File: src/rtl/ufic_pkg.sv
`timescale 1ns/1ps
package ufic_pkg;

    typedef enum logic [2:0] {
        ID_NONE = 3'd0,
        ID_THRE = 3'd1,
        ID_RDA  = 3'd2,
        ID_RLS  = 3'd3
    } irq_id_e;

    typedef enum logic [1:0] {
        SEL_FIFO  = 2'd0,
        SEL_IEN   = 2'd1,
        SEL_MODEM = 2'd2,
        SEL_NONE  = 2'd3
    } cfg_sel_e;

    typedef enum logic [1:0] {
        TX_IDLE  = 2'd0,
        TX_HOLD  = 2'd1,
        TX_OFFER = 2'd2
    } tx_state_e;

    // receive trigger threshold for the two-bit level code
    function automatic logic [4:0] trig_level(input logic [1:0] code);
        logic [4:0] lvl;
        unique case (code)
            2'd0: lvl = 5'd1;
            2'd1: lvl = 5'd4;
            2'd2: lvl = 5'd8;
            default: lvl = 5'd14;
        endcase
        return lvl;
    endfunction

endpackage

File: src/rtl/ufic_fifo.sv
`timescale 1ns/1ps
module ufic_fifo #(
    parameter int W     = 8,
    parameter int DEPTH = 16,
    localparam int AW   = $clog2(DEPTH),
    localparam int CW   = $clog2(DEPTH + 1)
) (
    input  logic          clk,
    input  logic          rst_n,
    input  logic          flush,
    input  logic [CW-1:0] cap,
    input  logic          push,
    input  logic [W-1:0]  push_data,
    input  logic          pop,
    output logic [W-1:0]  head,
    output logic [CW-1:0] count,
    output logic          full,
    output logic          empty
);

    logic [W-1:0]  mem_q [DEPTH];
    logic [AW-1:0] wp_q, rp_q;
    logic [CW-1:0] cnt_q;
    logic          push_ok, pop_ok;

    assign full    = (cnt_q >= cap);
    assign empty   = (cnt_q == '0);
    assign push_ok = push && !full && !flush;
    assign pop_ok  = pop && !empty && !flush;
    assign head    = mem_q[rp_q];
    assign count   = cnt_q;

    always_ff @(posedge clk) begin
        if (push_ok) begin
            mem_q[wp_q] <= push_data;
        end
    end

    always_ff @(posedge clk) begin
        if (!rst_n || flush) begin
            wp_q  <= '0;
            rp_q  <= '0;
            cnt_q <= '0;
        end else begin
            if (push_ok) begin
                wp_q <= (wp_q == AW'(DEPTH - 1)) ? '0 : wp_q + 1'b1;
            end
            if (pop_ok) begin
                rp_q <= (rp_q == AW'(DEPTH - 1)) ? '0 : rp_q + 1'b1;
            end
            cnt_q <= cnt_q + CW'(push_ok) - CW'(pop_ok);
        end
    end

    // occupancy never exceeds the storage
    p_count_bound_r2: assert property (@(posedge clk) disable iff (!rst_n)
        cnt_q <= CW'(DEPTH));

    // a push into a full queue leaves the count unchanged unless a pop happens
    p_full_drop_r3: assert property (@(posedge clk) disable iff (!rst_n)
        (push && full && !pop && !flush) |=> $stable(cnt_q));

endmodule

File: src/rtl/ufic_tx_fsm.sv
`timescale 1ns/1ps
module ufic_tx_fsm
    import ufic_pkg::*;
(
    input  logic clk,
    input  logic rst_n,
    input  logic flush,
    input  logic have_data,
    input  logic cts_block,
    input  logic ser_ready,
    output logic ser_valid,
    output logic pop
);

    tx_state_e state_q, state_d;

    always_ff @(posedge clk) begin
        if (!rst_n) begin
            state_q <= TX_IDLE;
        end else begin
            state_q <= state_d;
        end
    end

    always_comb begin
        state_d = state_q;
        unique case (state_q)
            TX_IDLE: begin
                if (have_data && !flush) begin
                    state_d = cts_block ? TX_HOLD : TX_OFFER;
                end
            end
            TX_HOLD: begin
                if (flush || !have_data) begin
                    state_d = TX_IDLE;
                end else if (!cts_block) begin
                    state_d = TX_OFFER;
                end
            end
            TX_OFFER: begin
                if (flush || ser_ready) begin
                    state_d = TX_IDLE;
                end
            end
            default: state_d = TX_IDLE;
        endcase
    end

    always_comb begin
        ser_valid = (state_q == TX_OFFER);
        pop       = ser_valid && ser_ready && !flush;
    end

    // an unaccepted offer stays up
    p_offer_hold_r12: assert property (@(posedge clk) disable iff (!rst_n)
        (ser_valid && !ser_ready && !flush) |=> ser_valid);

    // a closed gate keeps a new offer from starting
    p_cts_holdoff_r11: assert property (@(posedge clk) disable iff (!rst_n)
        (state_q != TX_OFFER && cts_block) |=> (state_q != TX_OFFER));

endmodule

File: src/rtl/ufic_irq.sv
`timescale 1ns/1ps
module ufic_irq
    import ufic_pkg::*;
(
    input  logic       clk,
    input  logic       rst_n,
    input  logic [2:0] ien,
    input  logic       thre_en_nxt,
    input  logic       line_err,
    input  logic       rx_at_trig,
    input  logic       thre_evt,
    input  logic       wr_clr,
    input  logic       id_rd,
    output irq_id_e    id_code,
    output logic       irq
);

    logic thre_pend_q;

    always_ff @(posedge clk) begin
        if (!rst_n) begin
            thre_pend_q <= 1'b0;
        end else if (!thre_en_nxt) begin
            thre_pend_q <= 1'b0;
        end else if (thre_evt) begin
            thre_pend_q <= 1'b1;
        end else if (wr_clr || (id_rd && id_code == ID_THRE)) begin
            thre_pend_q <= 1'b0;
        end
    end

    always_comb begin
        if (ien[2] && line_err) begin
            id_code = ID_RLS;
        end else if (ien[0] && rx_at_trig) begin
            id_code = ID_RDA;
        end else if (thre_pend_q) begin
            id_code = ID_THRE;
        end else begin
            id_code = ID_NONE;
        end
        irq = (id_code != ID_NONE);
    end

    // a request is only raised with some source enabled
    p_irq_enabled_r7: assert property (@(posedge clk) disable iff (!rst_n)
        irq |-> (ien != 3'b000));

    // a host transmit write removes a transmit-empty report
    p_thre_clear_r8: assert property (@(posedge clk) disable iff (!rst_n)
        (wr_clr && !thre_evt) |=> (id_code != ID_THRE));

endmodule

File: src/rtl/uart_fifo_irq_ctrl.sv
`timescale 1ns/1ps
module uart_fifo_irq_ctrl
    import ufic_pkg::*;
#(
    parameter int BW    = 8,
    parameter int DEPTH = 16
) (
    input  logic          clk,
    input  logic          rst_n,
    input  logic          cfg_wr,
    input  logic [1:0]    cfg_sel,
    input  logic [7:0]    cfg_data,
    input  logic          host_tx_wr,
    input  logic [BW-1:0] host_tx_data,
    input  logic          host_rx_rd,
    output logic [BW-1:0] host_rx_data,
    input  logic          id_rd,
    output logic [7:0]    id_val,
    input  logic          ls_rd,
    output logic [7:0]    ls_val,
    input  logic          dsr_valid,
    input  logic [BW-1:0] dsr_data,
    input  logic          dsr_frame_err,
    output logic          ser_valid,
    output logic [BW-1:0] ser_data,
    input  logic          ser_ready,
    input  logic          ser_busy,
    input  logic          cts_n,
    output logic          rts_n,
    output logic          irq
);

    localparam int CW = $clog2(DEPTH + 1);

    // configuration state
    logic       fcr_en_q;
    logic [1:0] trig_sel_q;
    logic [2:0] ier_q, ier_d;
    logic       man_rts_q, auto_rts_q, auto_cts_q;
    logic       overrun_q, frame_q;
    logic [BW-1:0] rx_last_q;

    logic fcr_wr, ier_wr, mcr_wr;
    logic rx_flush, tx_flush;
    logic [CW-1:0] cap, trig;

    logic [BW-1:0] rx_head, tx_head;
    logic [CW-1:0] rx_count, tx_count;
    logic rx_full, rx_empty, tx_full, tx_empty;
    logic tx_pop, tx_push_ok, thre_evt, line_err, rx_at_trig;
    irq_id_e id_code;

    always_comb begin
        fcr_wr   = cfg_wr && (cfg_sel == SEL_FIFO);
        ier_wr   = cfg_wr && (cfg_sel == SEL_IEN);
        mcr_wr   = cfg_wr && (cfg_sel == SEL_MODEM);
        rx_flush = fcr_wr && (cfg_data[1] || (cfg_data[0] != fcr_en_q));
        tx_flush = fcr_wr && (cfg_data[2] || (cfg_data[0] != fcr_en_q));
        ier_d    = ier_wr ? cfg_data[2:0] : ier_q;
        cap      = fcr_en_q ? CW'(DEPTH) : CW'(1);
        trig     = fcr_en_q ? CW'(trig_level(trig_sel_q)) : CW'(1);
    end

    always_ff @(posedge clk) begin
        if (!rst_n) begin
            fcr_en_q   <= 1'b0;
            trig_sel_q <= 2'd0;
            ier_q      <= 3'd0;
            man_rts_q  <= 1'b0;
            auto_rts_q <= 1'b0;
            auto_cts_q <= 1'b0;
        end else begin
            if (fcr_wr) begin
                fcr_en_q   <= cfg_data[0];
                trig_sel_q <= cfg_data[7:6];
            end
            ier_q <= ier_d;
            if (mcr_wr) begin
                man_rts_q  <= cfg_data[1];
                auto_rts_q <= cfg_data[6];
                auto_cts_q <= cfg_data[7];
            end
        end
    end

    // receive side
    ufic_fifo #(.W(BW), .DEPTH(DEPTH)) u_rx_fifo (
        .clk(clk), .rst_n(rst_n), .flush(rx_flush), .cap(cap),
        .push(dsr_valid), .push_data(dsr_data), .pop(host_rx_rd),
        .head(rx_head), .count(rx_count), .full(rx_full), .empty(rx_empty)
    );

    always_ff @(posedge clk) begin
        if (!rst_n) begin
            rx_last_q <= '0;
            overrun_q <= 1'b0;
            frame_q   <= 1'b0;
        end else begin
            if (host_rx_rd && !rx_empty && !rx_flush) begin
                rx_last_q <= rx_head;
            end
            if (dsr_valid && rx_full && !rx_flush) begin
                overrun_q <= 1'b1;
            end else if (ls_rd) begin
                overrun_q <= 1'b0;
            end
            if (dsr_valid && dsr_frame_err) begin
                frame_q <= 1'b1;
            end else if (ls_rd) begin
                frame_q <= 1'b0;
            end
        end
    end

    // transmit side
    ufic_fifo #(.W(BW), .DEPTH(DEPTH)) u_tx_fifo (
        .clk(clk), .rst_n(rst_n), .flush(tx_flush), .cap(cap),
        .push(host_tx_wr), .push_data(host_tx_data), .pop(tx_pop),
        .head(tx_head), .count(tx_count), .full(tx_full), .empty(tx_empty)
    );

    ufic_tx_fsm u_tx_fsm (
        .clk(clk), .rst_n(rst_n), .flush(tx_flush), .have_data(!tx_empty),
        .cts_block(auto_cts_q && cts_n), .ser_ready(ser_ready),
        .ser_valid(ser_valid), .pop(tx_pop)
    );

    always_comb begin
        tx_push_ok = host_tx_wr && !tx_full && !tx_flush;
        thre_evt   = (tx_pop && (tx_count == CW'(1)) && !tx_push_ok)
                   || (tx_flush && !tx_empty)
                   || (ier_wr && cfg_data[1] && !ier_q[1] && tx_empty && !host_tx_wr);
        line_err   = overrun_q || frame_q;
        rx_at_trig = (rx_count >= trig);
    end

    ufic_irq u_irq (
        .clk(clk), .rst_n(rst_n), .ien(ier_q), .thre_en_nxt(ier_d[1]),
        .line_err(line_err), .rx_at_trig(rx_at_trig), .thre_evt(thre_evt),
        .wr_clr(host_tx_wr), .id_rd(id_rd), .id_code(id_code), .irq(irq)
    );

    always_comb begin
        host_rx_data = rx_last_q;
        ser_data     = tx_head;
        id_val       = {fcr_en_q, fcr_en_q, 2'b00, id_code, !irq};
        ls_val       = {1'b0, tx_empty && !ser_busy && !ser_valid, tx_empty,
                        1'b0, frame_q, 1'b0, overrun_q, !rx_empty};
        rts_n        = auto_rts_q ? rx_at_trig : !man_rts_q;
    end

    // a byte arriving at a full receive queue raises overrun
    p_overrun_flag_r3: assert property (@(posedge clk) disable iff (!rst_n)
        (dsr_valid && rx_full && !rx_flush) |=> ls_val[1]);

    // the offered byte does not change before acceptance
    p_ser_stable_r12: assert property (@(posedge clk) disable iff (!rst_n)
        (ser_valid && !ser_ready && !tx_flush) |=> $stable(ser_data));

    // an empty receive queue always grants the far end
    p_rts_release_r10: assert property (@(posedge clk) disable iff (!rst_n)
        (auto_rts_q && rx_empty) |-> !rts_n);

endmodule

File: config.mk
export PLATFORM = sky130hd
export DESIGN_NAME = uart_fifo_irq_ctrl
export DESIGN_NICKNAME = d
export VERILOG_FILES = /design/src/rtl/ufic_pkg.sv /design/src/rtl/ufic_fifo.sv /design/src/rtl/ufic_tx_fsm.sv /design/src/rtl/ufic_irq.sv /design/src/rtl/uart_fifo_irq_ctrl.sv
export SDC_FILE = /design/constraint.sdc
export NUM_CORES = 1
export LEC_CHECK = 0
export ABC_AREA = 1
export BUFFER_PORTS_ARGS = -buffer_cell sky130_fd_sc_hd__buf_4
export CORE_UTILIZATION = 61
export DETAILED_ROUTE_END_ITERATION = 8
export GPL_TIMING_DRIVEN = 0
export PLACE_DENSITY_LB_ADDON = 0.1
export RECOVER_POWER = 25
export SYNTH_ARGS = -nofsm -noshare
export SYNTH_HDL_FRONTEND = slang
export SYNTH_SLANG_ARGS = --single-unit
File: constraint.sdc
create_clock -name clk -period 2.85 [get_ports clk]
set_input_delay 0.4275 -clock clk [delete_from_list [all_inputs] [get_ports clk]]
set_output_delay 0.4275 -clock clk [all_outputs]
set_load 0.02 [all_outputs]
---- Word-level counts from Yosys, hierarchy flattened ----
Memory sizes are Yosys's and may differ from the RTL's. A register that Yosys moved wholly into a read port is not among the register bits.
Index checks and enable logic that the tools add are counted.
storage, ports and cells
  bits in registers ....................... 40
  latch bits .............................. 0
  bits in writable memories ............... 256
  ROM bits ................................ 0
  input port bits ......................... 38
  output and inout bits ................... 35
  logic and storage cells ................. 143
  memories kept ........................... 2
cells by class
  $add $sub $neg .......................... 8
  multipliers ............................. 0
  div/mod/pow operators ................... 0
  $lt $le $gt $ge ......................... 3
  equal/unequal tests ..................... 16
  shift operators ......................... 0
  muxes and demuxes ....................... 29
  bitwise gates (word level) .............. 0
  reductions and logical operators ........ 68
memory list
  memory           words  bits a word  rd ports  clocked after memory_dff  wr ports  RTL line         text
  u_rx_fifo.mem_q  16     8            1         1                         1         ufic_fifo.sv:21  logic [W-1:0] mem_q [DEPTH];
  u_tx_fifo.mem_q  16     8            1         1                         1         ufic_fifo.sv:21
operator list
  cell                   number
  $logic_and A1 B1 Y1    32
  $mux W4                6
  $add A4 B1 Y4 const B  4
  $eq A4 B4 Y1 const B   4
  $ge A5 B5 Y1           3
  $logic_not A1 Y1       15
  $mux W2                6
  $pmux W4 S3            1
  $mux W1                11
  $add A5 B1 Y5          2
  $logic_not A5 Y1       2
  $logic_or A1 B1 Y1     10
  $mux W5                2
  $sub A5 B1 Y5          2
  $eq A2 B1 Y1 const B   3
  $eq A2 B2 Y1 const B   3
  $logic_not A2 Y1       3
  $mux W3                2
  $pmux W2 S3            1
  $reduce_bool A2 Y1     3
  $eq A5 B1 Y1 const B   1
  $ne A2 B1 Y1 const B   2
  $eq A3 B1 Y1 const B   1
  $ne A3 B3 Y1 const B   1
  4 further kinds        4

---- Longest topological paths before layout ----
  depth after elaboration ................. 12
  mapped depth ............................ 18

---- Cells and area by module ----
Synthesis repeated with hierarchy kept, for this count alone.
second synthesis, totals
  cell total of the unflattened synthesis .. 1,328
  area, all modules ....................... 14,108.5 µm²
modules (own cells, without submodules)
  module              instances  cells an instance  area each (µm²)  seq. area each (µm²)
  ufic_fifo           2          563                6,381.1          4,184.0
  uart_fifo_irq_ctrl  1          171                1,139.8          380.4
  ufic_tx_fsm         1          15                 106.4            40.0
  ufic_irq            1          16                 100.1            20.0

---- Worst setup path after synthesis ----
Ideal clock, no wire load.
  path type ............................... flip-flop to flip-flop
  from .................................... register u_rx_fifo.cnt_q[2], in the netlist u_rx_fifo.count[2]
  to ...................................... register u_rx_fifo.cnt_q[4], in the netlist u_rx_fifo.count[4]
  library setup time ...................... 120 ps
  arrival time ............................ 2,570 ps
  path slack .............................. 160 ps
  cell stages (with the launch flop) ...... 18
  clock period less this slack ............ 2,690 ps
  path through ............................ dfxtp_1 inv_1 ha_1 nand3_1 nand3_4 inv_4 buf_6 ha_1 inv_1 ha_1 inv_1 fa_1 nor2_1 nor2_1 nor2_1 nor2_1 o21ai_0 a21oi_1
RTL lines
  what                              RTL line                  text
  from (decl)                       ufic_fifo.sv:23           logic [CW-1:0] cnt_q;
  from (signal assigned)            ufic_fifo.sv:51           cnt_q <= cnt_q + CW'(push_ok) - CW'(pop_ok);
  $logic_not A5 Y1                  ufic_fifo.sv:27           assign empty = (cnt_q == '0);
  $logic_not A1 Y1                  --
  named net ls_val[0]               uart_fifo_irq_ctrl.sv:20  output logic [7:0] ls_val,
  $logic_and A1 B1 Y1 (2 in a row)  ufic_fifo.sv:29           assign pop_ok = pop && !empty && !flush;
  named net u_rx_fifo.pop_ok        ufic_fifo.sv:24           logic push_ok, pop_ok;
  $sub A5 B1 Y5                     ufic_fifo.sv:51
The timed path passes the listed nets, and every way through them passes these cells.
A chain may end at the register's enable or synchronous reset.

==> qor_table.md <==
| Item | Reported |
| --- | --- |
| Clock tree buffer depth | 3 |
| Proportion of layout cells with a drive suffix above 1 | 12.9% |
| Layout area overhead | 14.1% |
| Ordered list of cells on the worst path | buf_6 -> inv_2 -> clkbuf_2 -> nor2_1 -> o21ai_0 -> o211ai_1 -> nand2_1 -> buf_4 |
| Launching element type of the critical path | register |
| Cell area after technology mapping | 13200 sq um |
| Overall global routing resource usage | 29.8% |
| Worst Tran Pin Value | 1.33 ns |
| Data required time of the critical path | 2.42 ns |
| CTS tree | yes |
| Static leakage | 5.49 nW |
| Seq. cell area | 8730 sq um |
| Power per Cell Area | 819 nW/um^2 |
| Floorplan core area | 21200 sq um |
| Hold path start | cfg_data[6] |
| Worst hold path stage count | 3 |
| Cell Count, Final, Fillers Out | 1635 |
| Clock Tree Root | clkbuf_16 |
| Peak per-stage delay on the critical path | 0.35 ns |
| Critical path arrival | 2.33 ns |
| Clock sink total | 308 |
| Number of cell instances on the worst register-to-register path | 10 |
| Vias | 9496 |
| Synth area leaders | edfxtp_1 (58%), nor2_1 (8.5%), dfxtp_1 (7.9%), o21ai_0 (5.5%), ha_1 (3.2%) |
| Cts bufs inserted | 31 |
| Avg Cell Area, Syn | 10.8 sq um |
| Net count of the finished layout | 1412 |
| EDFF count, synth | 256 |
| Via count of the first global-routing pass | 8880 |
| Vias per cell | 5.81 |
| Final max-slew violation count | 0 |
| Timing-limited maximum frequency | 0.363 GHz |
| Standard-cell row count | 53 |
| Most instantiated flip-flop cell in the synthesis netlist | edfxtp_1 |
| Die Span Y | 149 microns |
| Clock-pin slew on the worst setup and hold paths | 0.06 ns |
| Top-Level Pins | 73 |
| Max-Cap Viols | 0 |
| Flop-to-flop setup slack | 0.17 ns |
| Final Hold Vio Count | 0 |
| Hold_buf cts | 0 |
| Post-detailed-placement half-perimeter wirelength | 21500 microns |
| Type of element capturing the critical path | output pin |
| Largest net degree at the start of global routing | 17 |
| Result of the run | finished, final reports clean |
| Worst setup path class | register to output pin |
| Deepest level of the CTS H-tree | 1 |
| Yosys cell types | 38 |
| Number of antenna cells inserted | 0 |
| Wire length of the first global-routing pass | 49600 microns |
| Count of TritonRoute iterations in the first routing pass | 5 |
| Ys async rst share | 0% |
| Final period util | 96.6% |
| Total wire length after detailed routing | 32100 microns |
| Worst Clk Skew | 0.0213 ns |
| Type of the most critical hold path | input pin to register |
| RSZ-0062 raised after global routing | true |
| Setup violators final | 0 |
| Dpl ws | -0.174 ns |
| Slack of the critical path | 0.0956 ns |
| Portion of the post-synthesis area used by sequential elements | 66.0% |
| Residual DRC count | 0 |
| Effective utilization at floorplan | 62.5% |
| Most area-hungry cell type in the Yosys netlist | edfxtp_1 |
| Gp weighted congestion | 0.949 |
| # port buffers | 63 |
| Detailed Route Iter0 Violations | 971 |
| Crit path time final | 2.75 ns |
| Floorplan die area | 22300 sq um |
| Highest-delay cell along the critical path | o21ai_0 |
| Multi-input gate area | 3920 sq um |
| Clock latency reported for the late side of the worst-skew pair | 0.55 ns |
| Number of synthesized register bits | 308 |
| Worst min-delay path endpoint | trig_sel_q[0] |
| Slew Limit Headroom | 10.9% |
| Residual overflow from global routing | 0 |
| Maximum fanout along the worst path | 10 |
| Number of routed nets with antenna violations | 0 |
| Initial antenna violation count | 0 |
| WL per Instance | 19.6 microns |
| Maximum VDD drop | 0.650 mV |
| Number of warnings reported in the yosys synthesis log | 0 |
| Power after layout | 12.4 mW |
| Post-Synthesis Cells | 1225 |
| Worst R2R End | u_rx_fifo.mem_q[13][3] |
| Start of the worst register-to-register path | fcr_en_q |
| Fillcell total | 1525 |
| Number of instances in the placed design | 1568 |
| Horizontal extent of the die | 149 microns |
| Share of the core filled with cells in the final layout | 71.3% |
| Fraction of synthesized cell area taken by the top area cell type | 58.1% |
==> registers in the layout, summed over array words and instances, names as in the netlist, 4 cells and up, named ones only <==
signal,cells
u_tx_fifo.mem_q,128
u_rx_fifo.rp_q,4
u_rx_fifo.count,5
u_rx_fifo.mem_q,128
u_tx_fifo.rp_q,4
u_rx_fifo.wp_q,4
u_tx_fifo.wp_q,4
u_tx_fifo.count,5
host_rx_data,8
==> placed cells by master, fill, tap and decap left out, types with 4 or more instances in the layout <==
master / netlist / layout
inv_1: 68 / 67
nor2_1: 298 / 296
a21oi_1: 35 / 34
inv_2: 6 / 6
clkinv_1: 5 / 8
o211ai_1: 40 / 40
nor3_1: 4 / 4
dfxtp_1: 52 / 49
nand2_2: 6 / 6
conb_1: 1 / 6
nand2_1: 91 / 91
o21ai_0: 146 / 143
xor2_1: 6 / 6
buf_4: 14 / 77
clkinv_2: 0 / 9
clkbuf_16: 0 / 31
edfxtp_1: 256 / 256
buf_2: 13 / 11
o21ai_1: 6 / 9
ha_1: 34 / 33
buf_1: 8 / 4
clkbuf_2: 0 / 9
clkbuf_1: 27 / 41
nand3_1: 84 / 83
==> critical path, delay by kind of cell (launching register included) <==
kind            cells  cell delay [ns]
simple gates        2             0.18
buf+inv             4             0.75
flops               1             0.33
compound gates      2             0.50
==> power by group <==
| part | internal, mW | switching [mW] |
|---|---|---|
| clock | 2.04 | 1.64 |
| combinational | 1.17 | 2.21 |
| sequential | 5.14 | 0.148 |
==> area by class of cell <==
| class | count | area share, % |
|---|---|---|
| Clock buffer | 40 | 5.50 |
| Clock inverter | 15 | 0.547 |
| Buffer | 63 | 2.23 |
| Timing Repair Buffer | 75 | 3.49 |
| Sequential cell | 308 | 57.9 |
| Inverter | 80 | 2.07 |
| Tap cell | 275 | 2.28 |
| Multi-Input combinational cell | 779 | 26.0 |
==> per-layer routing <==
metal	global-route usage, %	part of all wire, %	wire (microns)
met4	8.83	2.3	747
met1	44.1	41	13300
met3	6.27	11	3620
met5	0	0	0
met2	44.7	45	14400
==> through the flow <==
step | TNS, ns | instance area, sq um | hold WS [ns]
finish | 0 | 15100 | 0.123
detailed placement | -3.24 | 14100 | 0.455
CTS | 0 | 15000 | 0.109
floorplan | 0 | 13200 | 0.436
global placement | -0.365 | 14100 | 0.449
global route | -1.25 | 15100 | 0.131
==> synthesized netlist by cell type, types with 8 or more instances <==
master and number:
o211ai_1 40, ha_1 34, nand3_1 84, edfxtp_1 256
dfxtp_1 52, buf_1 8, inv_1 68, nand2_1 91
nor2_1 298, buf_2 13, buf_4 14, a21oi_1 35
clkbuf_1 27, o21ai_0 146
==> worst max path at each step <==
| stage | slack (ns) | from | depth (start not counted) | end |
|---|---|---|---|---|
| 2_1_floorplan | 0.16 | u_rx_fifo.count[2] | 17 | u_rx_fifo.count[4] |
| 6_report | 0.1 | register | 8 | ser_data[2] |
| 4_1_cts | 0.003 | u_rx_fifo.count[2] | 17 | u_rx_fifo.count[4] |
| 3_5_place_dp | -0.17 | cfg_sel[1] | 17 | u_rx_fifo.count[4] |
| 5_1_grt | -0.05 | fcr_en_q | 16 | u_rx_fifo.count[4] |
| 3_3_place_gp | -0.14 | cfg_sel[1] | 17 | u_rx_fifo.count[4] |
==> logic make-up after synthesis <==
logic type	count (synthesis)	synth area share, %
compound gates	231	9.59
xor+xnor	8	0.530
fa+ha+maj	36	3.52
buf+inv	143	4.66
flops	308	66.0
other cells	1	0.0284
simple gates	498	15.7
==> what timing repair did <==
action                     in CTS  in global routing
setup buffers                   0                 12
hold endpoints to repair        0                  0
pin swaps                       0                  6
setup endpoints to repair      82                168
resized for setup               7                 31
(Power assumes the default switching activity.)
